--- config.mk ---
export PLATFORM = sky130hd
export DESIGN_NAME = ownership_ctrl
export DESIGN_NICKNAME = d
export VERILOG_FILES = /design/src/rtl/own_pkg.sv /design/src/rtl/own_datapath.sv /design/src/rtl/own_control.sv /design/src/rtl/ownership_ctrl.sv
export SDC_FILE = /design/constraint.sdc
export NUM_CORES = 1
export LEC_CHECK = 0
export BUFFER_PORTS_ARGS = -buffer_cell sky130_fd_sc_hd__buf_4
export CAP_MARGIN = 20
export CORE_MARGIN = 10
export CORE_UTILIZATION = 50
export DETAILED_ROUTE_END_ITERATION = 10
export GPL_ROUTABILITY_DRIVEN = 0
export GPL_TIMING_DRIVEN = 0
export MAX_ROUTING_LAYER = met4
export PLACE_DENSITY = 0.76
export SLEW_MARGIN = 5
export SYNTH_ARGS = -nofsm -noshare
export SYNTH_HDL_FRONTEND = slang
export SYNTH_HIERARCHICAL = 1
export SYNTH_SLANG_ARGS = --single-unit
--- constraint.sdc ---
create_clock -name clk -period 5.4 [get_ports clk]
set_clock_uncertainty 0.2 [all_clocks]
set_input_delay 1.08 -clock clk [delete_from_list [all_inputs] [get_ports clk]]
set_output_delay 1.08 -clock clk [all_outputs]
set_load 0.01 [all_outputs]
--- src/rtl/own_pkg.sv ---
package own_pkg;
  typedef enum logic [1:0] {
    ST_I = 2'd0,
    ST_S = 2'd1,
    ST_E = 2'd2,
    ST_M = 2'd3
  } mesi_t;

  localparam logic OP_READ  = 1'b0;
  localparam logic OP_WRITE = 1'b1;
  localparam logic SNP_READ = 1'b0;
  localparam logic SNP_INV  = 1'b1;

  // strobes from control to the state tables
  typedef struct packed {
    logic hitRead;
    logic fillRead;
    logic localOwn;
    logic launchExt;
    logic finishExt;
  } strobe_t;
endpackage

--- src/rtl/own_datapath.sv ---
module own_datapath
  import own_pkg::*;
#(
  parameter int LINE_W = 3
) (
  input  logic              clk,
  input  logic              rstN,
  input  strobe_t           stb,
  input  logic              reqCore,
  input  logic [LINE_W-1:0] reqLine,
  input  logic              snoopValid,
  input  logic              snoopKind,
  input  logic [LINE_W-1:0] snoopLine,
  input  logic              pendCore,
  input  logic [LINE_W-1:0] pendLine,
  output mesi_t             mineSt,
  output mesi_t             otherSt,
  output logic              extHit,
  output logic              rspValid,
  output logic              rspCore,
  output mesi_t             rspState,
  output logic              rspExt
);
  localparam int LINES = 1 << LINE_W;

  logic [LINES-1:0][1:0][1:0] stVec;
  logic [LINES-1:0]           extVec;
  mesi_t                      fillSt;

  assign mineSt  = mesi_t'(stVec[reqLine][reqCore]);
  assign otherSt = mesi_t'(stVec[reqLine][~reqCore]);
  assign extHit  = extVec[reqLine];
  assign fillSt  = (otherSt != ST_I || extHit) ? ST_S : ST_E;

  function automatic logic [1:0] snoopNext(input logic [1:0] cur, input logic kind);
    if (kind == SNP_INV) return ST_I;
    if (cur == ST_M || cur == ST_E) return ST_S;
    return cur;
  endfunction

  for (genvar g = 0; g < LINES; g++) begin : gLine
    logic [1:0][1:0] s;
    logic            e;

    always_ff @(posedge clk or negedge rstN) begin
      if (!rstN) begin
        s <= '0;
        e <= 1'b0;
      end else if (stb.finishExt && pendLine == LINE_W'(g)) begin
        s[pendCore]  <= ST_M;
        s[~pendCore] <= ST_I;
        e            <= 1'b0;
      end else if (snoopValid && snoopLine == LINE_W'(g)) begin
        s[0] <= snoopNext(s[0], snoopKind);
        s[1] <= snoopNext(s[1], snoopKind);
        e    <= 1'b1;
      end else if (reqLine == LINE_W'(g)) begin
        if (stb.localOwn) begin
          s[reqCore]  <= ST_M;
          s[~reqCore] <= ST_I;
        end else if (stb.fillRead) begin
          s[reqCore] <= fillSt;
          if (otherSt == ST_M || otherSt == ST_E) s[~reqCore] <= ST_S;
        end
      end
    end

    assign stVec[g]  = s;
    assign extVec[g] = e;

    // an owner in M or E excludes any copy in the neighbour
    a_r9_single_owner: assert property (@(posedge clk) disable iff (!rstN)
      !(((s[0] == ST_M || s[0] == ST_E) && s[1] != ST_I) ||
        ((s[1] == ST_M || s[1] == ST_E) && s[0] != ST_I)));
  end

  always_ff @(posedge clk or negedge rstN) begin
    if (!rstN) begin
      rspValid <= 1'b0;
      rspCore  <= 1'b0;
      rspState <= ST_I;
      rspExt   <= 1'b0;
    end else begin
      rspValid <= 1'b0;
      if (stb.finishExt) begin
        rspValid <= 1'b1;
        rspCore  <= pendCore;
        rspState <= ST_M;
        rspExt   <= 1'b1;
      end else if (stb.localOwn || stb.fillRead || stb.hitRead) begin
        rspValid <= 1'b1;
        rspCore  <= reqCore;
        rspExt   <= 1'b0;
        if (stb.localOwn)      rspState <= ST_M;
        else if (stb.fillRead) rspState <= fillSt;
        else                   rspState <= mineSt;
      end
    end
  end

  a_r3_local_own_rsp: assert property (@(posedge clk) disable iff (!rstN)
    stb.localOwn |=> rspValid && rspState == ST_M && !rspExt);

  a_r4_ext_rsp_after_grant: assert property (@(posedge clk) disable iff (!rstN)
    rspValid && rspExt |-> $past(stb.finishExt));

  a_r6_fill_state: assert property (@(posedge clk) disable iff (!rstN)
    stb.fillRead |=> rspValid && (rspState == ST_S || rspState == ST_E));
endmodule

--- src/rtl/own_control.sv ---
module own_control
  import own_pkg::*;
#(
  parameter int LINE_W = 3
) (
  input  logic              clk,
  input  logic              rstN,
  input  logic              reqValid,
  input  logic              reqCore,
  input  logic              reqOp,
  input  logic [LINE_W-1:0] reqLine,
  input  logic              snoopValid,
  input  logic [LINE_W-1:0] snoopLine,
  input  logic              extGrant,
  input  mesi_t             mineSt,
  input  logic              extHit,
  output logic              reqReady,
  output strobe_t           stb,
  output logic              pendCore,
  output logic [LINE_W-1:0] pendLine,
  output logic              extReqValid,
  output logic [LINE_W-1:0] extReqLine
);
  typedef enum logic {CS_IDLE, CS_WAIT} cstate_t;
  cstate_t cState;

  logic waiting, needOwn, needExt, sameLine, snoopClash, grantNow, accept;

  assign waiting    = (cState == CS_WAIT);
  assign needOwn    = (reqOp == OP_WRITE) && !(mineSt == ST_M || mineSt == ST_E);
  assign needExt    = needOwn && extHit;
  assign sameLine   = waiting && (pendLine == reqLine);
  assign snoopClash = snoopValid && (snoopLine == reqLine);
  assign grantNow   = waiting && extGrant;

  assign reqReady = !snoopClash && !sameLine && !grantNow && !(needExt && waiting);
  assign accept   = reqValid && reqReady;

  always_comb begin
    stb           = '0;
    stb.localOwn  = accept && (reqOp == OP_WRITE) && !needExt;
    stb.launchExt = accept && needExt;
    stb.fillRead  = accept && (reqOp == OP_READ) && (mineSt == ST_I);
    stb.hitRead   = accept && (reqOp == OP_READ) && (mineSt != ST_I);
    stb.finishExt = grantNow;
  end

  always_ff @(posedge clk or negedge rstN) begin
    if (!rstN) begin
      cState   <= CS_IDLE;
      pendLine <= '0;
      pendCore <= 1'b0;
    end else begin
      case (cState)
        CS_IDLE: if (stb.launchExt) begin
          cState   <= CS_WAIT;
          pendLine <= reqLine;
          pendCore <= reqCore;
        end
        CS_WAIT: if (extGrant) cState <= CS_IDLE;
        default: cState <= CS_IDLE;
      endcase
    end
  end

  assign extReqValid = waiting;
  assign extReqLine  = pendLine;

  a_r4_ext_hold: assert property (@(posedge clk) disable iff (!rstN)
    extReqValid && !extGrant |=> extReqValid && $stable(extReqLine));

  a_r8_no_accept_pending_line: assert property (@(posedge clk) disable iff (!rstN)
    extReqValid |-> !(reqValid && reqReady && reqLine == extReqLine));

  a_r8_one_ext_in_flight: assert property (@(posedge clk) disable iff (!rstN)
    extReqValid && !extGrant |-> !stb.launchExt);
endmodule

--- src/rtl/ownership_ctrl.sv ---
module ownership_ctrl
  import own_pkg::*;
#(
  parameter int LINE_W = 3
) (
  input  logic              clk,
  input  logic              rstN,
  input  logic              reqValid,
  output logic              reqReady,
  input  logic              reqCore,
  input  logic              reqOp,
  input  logic [LINE_W-1:0] reqLine,
  output logic              rspValid,
  output logic              rspCore,
  output logic [1:0]        rspState,
  output logic              rspExt,
  input  logic              snoopValid,
  input  logic              snoopKind,
  input  logic [LINE_W-1:0] snoopLine,
  output logic              extReqValid,
  output logic [LINE_W-1:0] extReqLine,
  input  logic              extGrant
);
  strobe_t           stb;
  mesi_t             mineSt, otherSt, rspSt;
  logic              extHit, pendCore;
  logic [LINE_W-1:0] pendLine;

  own_control #(.LINE_W(LINE_W)) u_ctrl (
    .clk(clk), .rstN(rstN),
    .reqValid(reqValid), .reqCore(reqCore), .reqOp(reqOp), .reqLine(reqLine),
    .snoopValid(snoopValid), .snoopLine(snoopLine), .extGrant(extGrant),
    .mineSt(mineSt), .extHit(extHit),
    .reqReady(reqReady), .stb(stb), .pendCore(pendCore), .pendLine(pendLine),
    .extReqValid(extReqValid), .extReqLine(extReqLine)
  );

  own_datapath #(.LINE_W(LINE_W)) u_data (
    .clk(clk), .rstN(rstN), .stb(stb),
    .reqCore(reqCore), .reqLine(reqLine),
    .snoopValid(snoopValid), .snoopKind(snoopKind), .snoopLine(snoopLine),
    .pendCore(pendCore), .pendLine(pendLine),
    .mineSt(mineSt), .otherSt(otherSt), .extHit(extHit),
    .rspValid(rspValid), .rspCore(rspCore), .rspState(rspSt), .rspExt(rspExt)
  );

  assign rspState = rspSt;
endmodule

* Word level (Yosys, flattened, before mapping)
Index checks and enable logic that the tools add are counted.
Operators by class: add/subtract/negate cells 0, multiply operators 0, div/mod/pow operators 0, $lt $le $gt $ge 9, equal/unequal tests 75, shifts and indexed selects 0, mux-type cells 232, bitwise operators 55, reduce and logical (&&, ||, !) cells 111
Operators with widths (number):
- $mux 4 | 49
- $mux 2 | 62
- $mux 1 | 106
- $eq 2x2->1 const B | 36
- $and 4x4->4 | 16
- $ne 4x3->1 const B | 16
- $or 4x4->4 | 16
- $reduce_and 3->1 | 16
- $eq 3x3->1 const B | 12
- $logic_and 1x1->1 | 36
- $bwmux 4 | 8
- $reduce_bool 4->1 | 8
- $reduce_bool 3->1 | 8
- $reduce_bool 2->1 | 11
- $logic_or 1x1->1 | 21
- $eq 3x2->1 const B | 6
- $and 2x2->2 | 8
- $or 2x2->2 | 8
- $bmux 4 s3 | 1
- $eq 3x1->1 const B | 3
- $logic_not 3->1 | 3
- $demux 2 s1 | 4
- $lt 1x2->1 const B | 4
- $not 4->4 | 2
- 10 further kinds | 22
Storage, ports and cells: flip-flop bits (word level) 50, latch bits 0, RAM bits 0, memory bits (read-only) 0, bits of input ports 14, output and inout bits 10, word-level logic and storage cells 513, memories kept 0

* Depth between registers and ports, before layout
Gate-level depths: netlist of run 1.
word-level depth 20, depth in mapped cells 17, depth with buffers taken out 14

* Cells and area by module
Netlist of run 1, hierarchy kept.
Modules (own cells, without submodules):
- own_datapath | instances 1, cells an instance 442, area each 3523.4 um^2, sequential area each 1126.1 um^2
- own_control | instances 1, cells an instance 37, area each 372.9 um^2, sequential area each 125.1 um^2

* Worst setup path before layout of run 1
No wires, ideal clock.
path kind input to register, from input port reqLine[1], to register u_data/gLine[0].s[3] (netlist bit), library setup time 126 ps, arrival time 4519 ps, required time 5074 ps, slack 555 ps, stages on the path 15, buffers on the path 2, path through buf_6 buf_6 mux2i_1 o22ai_1 o22ai_2 o21ai_0 and3b_1 o21ai_1 nand3_1 nor4b_1 o21bai_1 nor3_1 nand2_1 a22o_1 a221o_1
RTL lines:
- from (decl) | line ownership_ctrl.sv:12 | input logic [LINE_W-1:0] reqLine,
- to (signal, indexed assignment) | line own_datapath.sv:62 | s[reqCore] <= fillSt;
- to (decl) | line own_datapath.sv:42 | logic [1:0][1:0] s;

==> results.env, run 1 <==
VDD_IR_DROP_MAX_uV=153
DRTPASS1ITERATIONS=6
HOLD_VIOL=0
GRT_UTIL_ALL_LAYERS_PCT=22.9
SETUP-VIOLATIONS-FINAL=0
GRT_PASS1_WL_MICRONS=20700
WIRELENGTH_MICRONS=13100
INITIAL_CORE_UTIL_PCT=50.6
FP.DIEH_MICRONS=108
AREA.GROWTH.SYNTH_TO_FINAL_PCT=10.4
STARTPOINT='reqLine[1]'
SLEW_VIOL_FINAL=0
SYNTHESIS.AREA_SQ_UM=3870
TIMING.SETUP.CRITICAL_PATH_CLASS='primary input to register'
FINAL.MIN_CLOCK_PERIOD_PS=5070
TOTAL_VIAS_IN_THE_FINAL_ROUTE=4213
DP_HPWL_MICRONS=9230
MAXIMUM_FANOUT_ALONG_THE_WORST_PATH=10
STATUS='completed'
N_ANTENNA_CELL=0
CP_SLOWEST_CELL='sky130_fd_sc_hd__o21ai_0'
YOSYS_WARNINGS=6
ROUTED_WIRE_LENGTH_PER_INSTANCE_MICRONS=21.6
VIA_PER_INST=6.94
RR_WORST_DEPTH=14
DRIVE_GT1_SHARE_PCT=12.1
FP.DIEAREA_SQ_UM=11700
CLOCK_BUFFER_COUNT_FROM_CTS=5
CRIT_END='u_data/gLine[4].s[0]'
CRITPATHLAUNCHTYPE='primary input'
MEASURED_SLEW_AT_THE_WORST_SLEW_CHECK_PIN_PS=954
DIE_W_MICRONS=108
ROOT_BUFFER_MASTER='sky130_fd_sc_hd__clkbuf_8'
LARGEST_NET_DEGREE_AT_THE_START_OF_GLOBAL_ROUTING=51
SLEW_HEADROOM_PCT=35.5
DRCVIOLATIONCOUNT=0
WORST_SETUP_HOLD_PATH_CLK_SLEW_PS=90
CLKLATENCYLATEPIN_PS=310
NETS=518
POSTSYNTHCELLCOUNT=475
POST_SYNTH.CELL_AREA_AVG_SQ_UM=8.15
TIMING.CRITICAL_PATH.ARRIVAL_PS=5100
DP.CELLS=599
P_LEAK_nW=1.75
MULTI_INPUT_AREA_SQ_UM=2410
CRITICAL_PATH.CELL_CHAIN='buf_4 -> buf_6 -> buf_6 -> mux2i_1 -> a21oi_1 -> o22ai_2 -> o21ai_1 -> and3b_1 -> o21ai_1 -> nand3_1 -> nor2_1 -> clkbuf_1 -> o21bai_1 -> o21ai_0 -> o21ai_0 -> a31oi_1 -> a2bb2oi_1'
TOP_LEVEL_PORTS=24
MAX_FREQ_MHz=197
FILL_CELLS=696
CLOCKBUFFERDEPTH=2
POWER_W=0.00170
FINAL_COMMON_CELL='sky130_fd_sc_hd__nor2_1'
DRTITER0DRC=605
CTS_TREE='yes'
CRITICAL-PATH-MAX-STAGE-DELAY_PS=570
CTS_SINKS=50
FINAL_ANTENNA_NET_COUNT=0
MAPPEDNETLISTNETS=489
MOSTFREQUENTLAYOUTCELLS='sky130_fd_sc_hd__nor2_1, sky130_fd_sc_hd__dfrtp_1, sky130_fd_sc_hd__nand2_1, sky130_fd_sc_hd__o21ai_0'
PORT_BUFFERS=22
POWER_DENSITY_nW_PER_UM2=399
FIRST_GLOBAL_VIAS=3939
ENDPOINT_TYPE_OF_THE_WORST_SETUP_PATH='register'
REGTOREGSTARTPOINT='u_data/gLine[2].s[1]'
LAYOUT.CELLS.NON_FILLER=607
AREA.SEQUENTIAL_SQ_UM=1250
CRITICAL_REGISTER_TO_REGISTER_PATH_ENDPOINT='u_data/gLine[4].s[0]'
HTREE_NUM_LEVELS=2
PERIOD_SHARE_PCT=93.8
CP_DATA_REQUIRED_TIME_PS=5440
DESIGN.CORE.AREA_SQ_UM=7650
COUNT_OF_MAX_CAP_CONSTRAINT_VIOLATIONS=0
REG2REG_SLACK_PS=1140
FP-ROW-COUNT=32
WORST_MIN_DELAY_PATH_CLASS='register to register'
RSZ0062_AT_GRT='no'
GLOBAL_ROUTE.OVERFLOW_TOTAL=0
ANTENNA_VIOLATIONS_BEFORE_REPAIR=0
report_power, final:
group / internal (W) / leakage [nW] / switching (W)
Clock: 0.000104 / 0.0482 / 0.000130
Sequential: 0.000531 / 0.587 / 0.000146
Combinational: 0.000336 / 1.11 / 0.000458
metrics by stage:
step | hold slack, ps | utilization (%) | area [sq um] | worst slack [ps] | setup TNS, ps
CTS | 294 | 55.7 | 4260 | 120 | 0
global placement | 266 | 54.5 | 4170 | -505 | -4710
floorplan | 259 | - | 3870 | 563 | 0
finish | 288 | 55.9 | 4280 | 334 | 0
detailed placement | 272 | 54.5 | 4170 | -621 | -7790
global route | 328 | 55.9 | 4280 | 64.7 | 0
worst min path at each step:
stage	slack (ps)	cells past startpoint	startpoint	end
global route	330	1	u_data/rspExt	u_data/rspExt
detailed placement	270	1	u_data/rspExt	u_data/rspExt
finish	290	1	u_data/rspExt	u_data/rspExt
floorplan	260	2	u_data/gLine[1].e	u_data/gLine[1].e
global placement	270	2	u_data/rspCore	u_data/rspCore
CTS	290	1	u_data/rspExt	u_data/rspExt
state kept, by name (all words and copies together) (netlist names):
name                count
u_data/rspValid         1
u_data/gLine.s         32
u_ctrl/pendCore         1
u_data/rspState         2
u_ctrl/extReqValid      1
u_data/gLine.e          8
u_data/rspExt           1
u_ctrl/extReqLine       3
u_data/rspCore          1
metal layers:
metal,vias to the layer above,part of all wire (%),GRT usage (%)
met5,-,0,-
met4,0,5.7,11.7
met3,94,13,6.31
met2,369,44,33.8
met1,1929,37,28.0
li1,1821,-,-
critical path: cells and delay by family:
family / cells / cell delay [ps]
compound gates: 9 / 2460
buf+inv: 4 / 790
mux: 1 / 130
simple gates: 3 / 620
cell type report:
| class | instances | area share, % |
|---|---|---|
| buffer | 33 | 4.15 |
| clock buffer | 7 | 2.02 |
| clock inverter | 1 | 0.117 |
| inverter | 14 | 1.23 |
| multi-input combinational | 378 | 56.4 |
| sequential | 50 | 29.3 |
| tap | 102 | 2.98 |
| timing repair buffer | 22 | 3.86 |
timing repair:
action                                  CTS  global route
hold buffers                              0             0
endpoints found under the setup margin   10            15
setup buffers                             0             0
resized for setup                         1             3
(Power assumes the default switching activity.)
==> inputs of run 2 (changes only) <==
--- a/config.mk
+++ b/config.mk
@@ -10,10 +10,10 @@
 export CORE_MARGIN = 10
 export CORE_UTILIZATION = 50
 export DETAILED_ROUTE_END_ITERATION = 10
-export GPL_ROUTABILITY_DRIVEN = 0
 export GPL_TIMING_DRIVEN = 0
 export MAX_ROUTING_LAYER = met4
 export PLACE_DENSITY = 0.76
+export RECOVER_POWER = 25
 export SLEW_MARGIN = 5
 export SYNTH_ARGS = -nofsm -noshare
 export SYNTH_HDL_FRONTEND = slang
==> results.env, run 2 (synthesis gave the netlist of run 1 again) <==
SLEW_HEADROOM_PCT=-79.3  # was 35.5%
SLEW_VIOL_FINAL=51  # was 0
STATUS='finished, violations left'  # was completed
FP.DIEH_MICRONS=108  # unchanged
DP_HPWL_MICRONS=9820  # was 9230 microns
POSTCTSSETUPREPAIRBUFS=0  # unchanged
N_ANTENNA_CELL=0  # unchanged
SHARE_SEQ_OF_TOTAL_POWER_PCT=40.2  # was 39.7%
CLOCK_BUFFER_COUNT_FROM_CTS=5  # unchanged
POWER.NET_SWITCHING_W=0.000730  # was 0.000735 W
SETUP_WS_PS=291  # was 334 ps
INTERNAL_POWER_W=0.000956  # was 0.000970 W
MAX_FREQ_MHz=196  # was 197 MHz
CLOCKBUFFERDEPTH=2  # unchanged
WORST_SETUP_HOLD_PATH_CLK_SLEW_PS=90  # about the same
DRTPASS1ITERATIONS=6  # unchanged
P_LEAK_nW=1.74  # was 1.75 nW
GRT_PASS1_WL_MICRONS=20800  # was 20700 microns
COMB_POWER_SHARE_PCT=47.4  # was 46.6%
COUNT_OF_MAX_CAP_CONSTRAINT_VIOLATIONS=1  # was 0
CLKPWRFRAC_PCT=12.4  # was 13.7%
CTS_TREE='yes'  # unchanged
DESIGN.CORE.AREA_SQ_UM=7650  # unchanged
ROOT_BUFFER_MASTER='sky130_fd_sc_hd__clkbuf_8'  # unchanged
CRITPATHLAUNCHTYPE='primary input'  # unchanged
FILL_CELLS=710  # was 696
DIE_W_MICRONS=108  # unchanged
PERIOD_SHARE_PCT=94.6  # was 93.8%
ANTENNA_VIOLATIONS_BEFORE_REPAIR=0  # unchanged
DRIVE_GT1_SHARE_PCT=11.5  # was 12.1%
NETS=518  # unchanged
HOLDBUFCOUNTCTS=0  # unchanged
MAXIMUM_FANOUT_ALONG_THE_WORST_PATH=10  # unchanged
FIRST_GLOBAL_VIAS=3816  # was 3939
AREA.GROWTH.SYNTH_TO_FINAL_PCT=9.95  # was 10.4%
FINAL_COMMON_CELL='sky130_fd_sc_hd__nor2_1'  # unchanged
PLACED_AREA_SQ_UM=4170  # unchanged
TIMING.HOLD.WS_PS=289  # was 288 ps
NON_FILLER_CELL_AREA_FINAL_SQ_UM=4260  # was 4280 sq um
HOLD_VIOL=0  # unchanged
SETUP-VIOLATIONS-FINAL=0  # unchanged
FP.DIEAREA_SQ_UM=11700  # unchanged
TOTAL_VIAS_IN_THE_FINAL_ROUTE=4149  # was 4213
POWER_W=0.00169  # was 0.00170 W
ENDPOINT_TYPE_OF_THE_WORST_SETUP_PATH='register'  # unchanged
CTS_SINKS=50  # unchanged
VDD_IR_DROP_MAX_uV=191  # was 153 uV
CP_DATA_REQUIRED_TIME_PS=5420  # was 5440 ps
FINAL.MIN_CLOCK_PERIOD_PS=5110  # was 5070 ps
HTREE_NUM_LEVELS=2  # unchanged
TIMING.SETUP.CRITICAL_PATH_CLASS='primary input to register'  # unchanged
FP-ROW-COUNT=32  # unchanged
LARGEST_REGISTER='u_data/gLine.s'  # unchanged
CLKLATENCYLATEPIN_PS=300  # was 310 ps
NETSWITCHINGFRACTION_PCT=43.3  # was 43.1%
LARGEST_NET_DEGREE_AT_THE_START_OF_GLOBAL_ROUTING=51  # unchanged
MOSTFREQUENTLAYOUTCELLS='sky130_fd_sc_hd__nor2_1, sky130_fd_sc_hd__dfrtp_1, sky130_fd_sc_hd__nand2_1, sky130_fd_sc_hd__o21ai_0, sky130_fd_sc_hd__a21oi_1'  # was sky130_fd_sc_hd__nor2_1, sky130_fd_sc_hd__dfrtp_1, sky130_fd_sc_hd__nand2_1, sky130_fd_sc_hd__o21ai_0
DP_SLACK_PS=-630  # was -621 ps
VIA_PER_INST=6.85  # was 6.94
PORT_BUFFERS=22  # unchanged
TIMING.CRITICAL_PATH.ARRIVAL_PS=5130  # was 5100 ps
FINAL_CORE_UTIL_PCT=55.7  # was 55.9%
WORST_MIN_DELAY_PATH_CLASS='register to register'  # unchanged
GLOBAL_ROUTE.OVERFLOW_TOTAL=0  # unchanged
DRTITER0DRC=456  # was 605
MEASURED_SLEW_AT_THE_WORST_SLEW_CHECK_PIN_PS=2690  # was 954 ps
PLACE_CONGESTION=1.01
DRCVIOLATIONCOUNT=0  # unchanged
POWER_DENSITY_nW_PER_UM2=396  # was 399 nW/um^2
INITIAL_CORE_UTIL_PCT=50.6  # unchanged
LARGEST_REGISTER_FF_COUNT=32  # unchanged
RSZ0062_AT_GRT='no'  # unchanged
GRT_UTIL_ALL_LAYERS_PCT=23.4  # was 22.9%
TOP_LEVEL_PORTS=24  # unchanged
FAILED_CHECKS='max-capacitance violations, max-slew violations'
WIRELENGTH_MICRONS=13700  # was 13100 microns
FINAL_ANTENNA_NET_COUNT=0  # unchanged
ROUTED_WIRE_LENGTH_PER_INSTANCE_MICRONS=22.6  # was 21.6 microns
## run 2: repair_timing
action                                  in CTS  in global routing
gates resized for setup                      1                  3
hold endpoints to repair                     0                  0
endpoints found under the setup margin      12                 10
pin swaps                                    0                  0
## run 2: final timing paths
check / startpoint / endpoint / slack, ps / cells after the start
worst max-delay path: reqLine[1] / u_data/gLine[4].s[0] / 290 / 17
worst min-delay path: u_data/rspCore / u_data/rspCore / 290 / 2
worst max register to register: u_data/gLine[2].s[1] / u_data/gLine[4].s[0] / 1140 / 14
worst min register to register: u_data/rspCore / u_data/rspCore / 290 / 2
max in group asynchronous: rstN / u_data/gLine[2].s[2] / 2060 / 1
min in group asynchronous: rstN / u_data/gLine[7].s[0] / 1420 / 1
## run 2: metal layers
metal | share of wire [%] | global-route usage [%] | vias up
met5 | 0 | - | -
met1 | 40 | 29.7 | 1973
li1 | - | - | 1821
met2 | 44 | 33.7 | 283
met4 | 4.6 | 10.5 | 0
met3 | 11 | 6.66 | 72
## run 2: power by group through the flow
stage / logic [W] / clock network, W / registers (W)
2_1_floorplan: 0.000519 / 0 / 0.000639
3_3_place_gp: 0.000759 / 0 / 0.000674
3_5_place_dp: 0.000772 / 0 / 0.000678
4_1_cts: 0.000777 / 0.000216 / 0.000672
5_1_grt: 0.000857 / 0.000229 / 0.000695
6_report: 0.000799 / 0.000209 / 0.000679
## run 2: per-stage QoR
stage,instances,setup TNS [ps]
after floorplan,475,0
after detailed placement,599,-7790
after global routing,606,0
final,606,0
after CTS,606,0
after global placement,599,-5730
## run 2: final cells by class
cell class,instances,area [sq um],area share (%)
buffer,33,178,4.17
clock buffer,7,76.3,1.79
inverter,14,52.6,1.23
multi-input combinational,378,2410,56.6
sequential,50,1250,29.4
tap,102,128,3.00
timing repair buffer,22,161,3.79
## run 2: critical path, stage by stage
cell and delay, ps:
sky130_fd_sc_hd__buf_4 110, sky130_fd_sc_hd__buf_6 190, sky130_fd_sc_hd__buf_6 200, sky130_fd_sc_hd__mux2i_1 120, sky130_fd_sc_hd__a21oi_1 230, sky130_fd_sc_hd__o22ai_2 170, sky130_fd_sc_hd__o21ai_1 370, sky130_fd_sc_hd__and3b_1 270
sky130_fd_sc_hd__o21ai_1 130, sky130_fd_sc_hd__nand3_1 200, sky130_fd_sc_hd__nor2_1 150, sky130_fd_sc_hd__clkbuf_1 370, sky130_fd_sc_hd__o21bai_1 310, sky130_fd_sc_hd__o21ai_0 590, sky130_fd_sc_hd__o21ai_0 200, sky130_fd_sc_hd__a31oi_1 240
sky130_fd_sc_hd__a2bb2oi_1 180
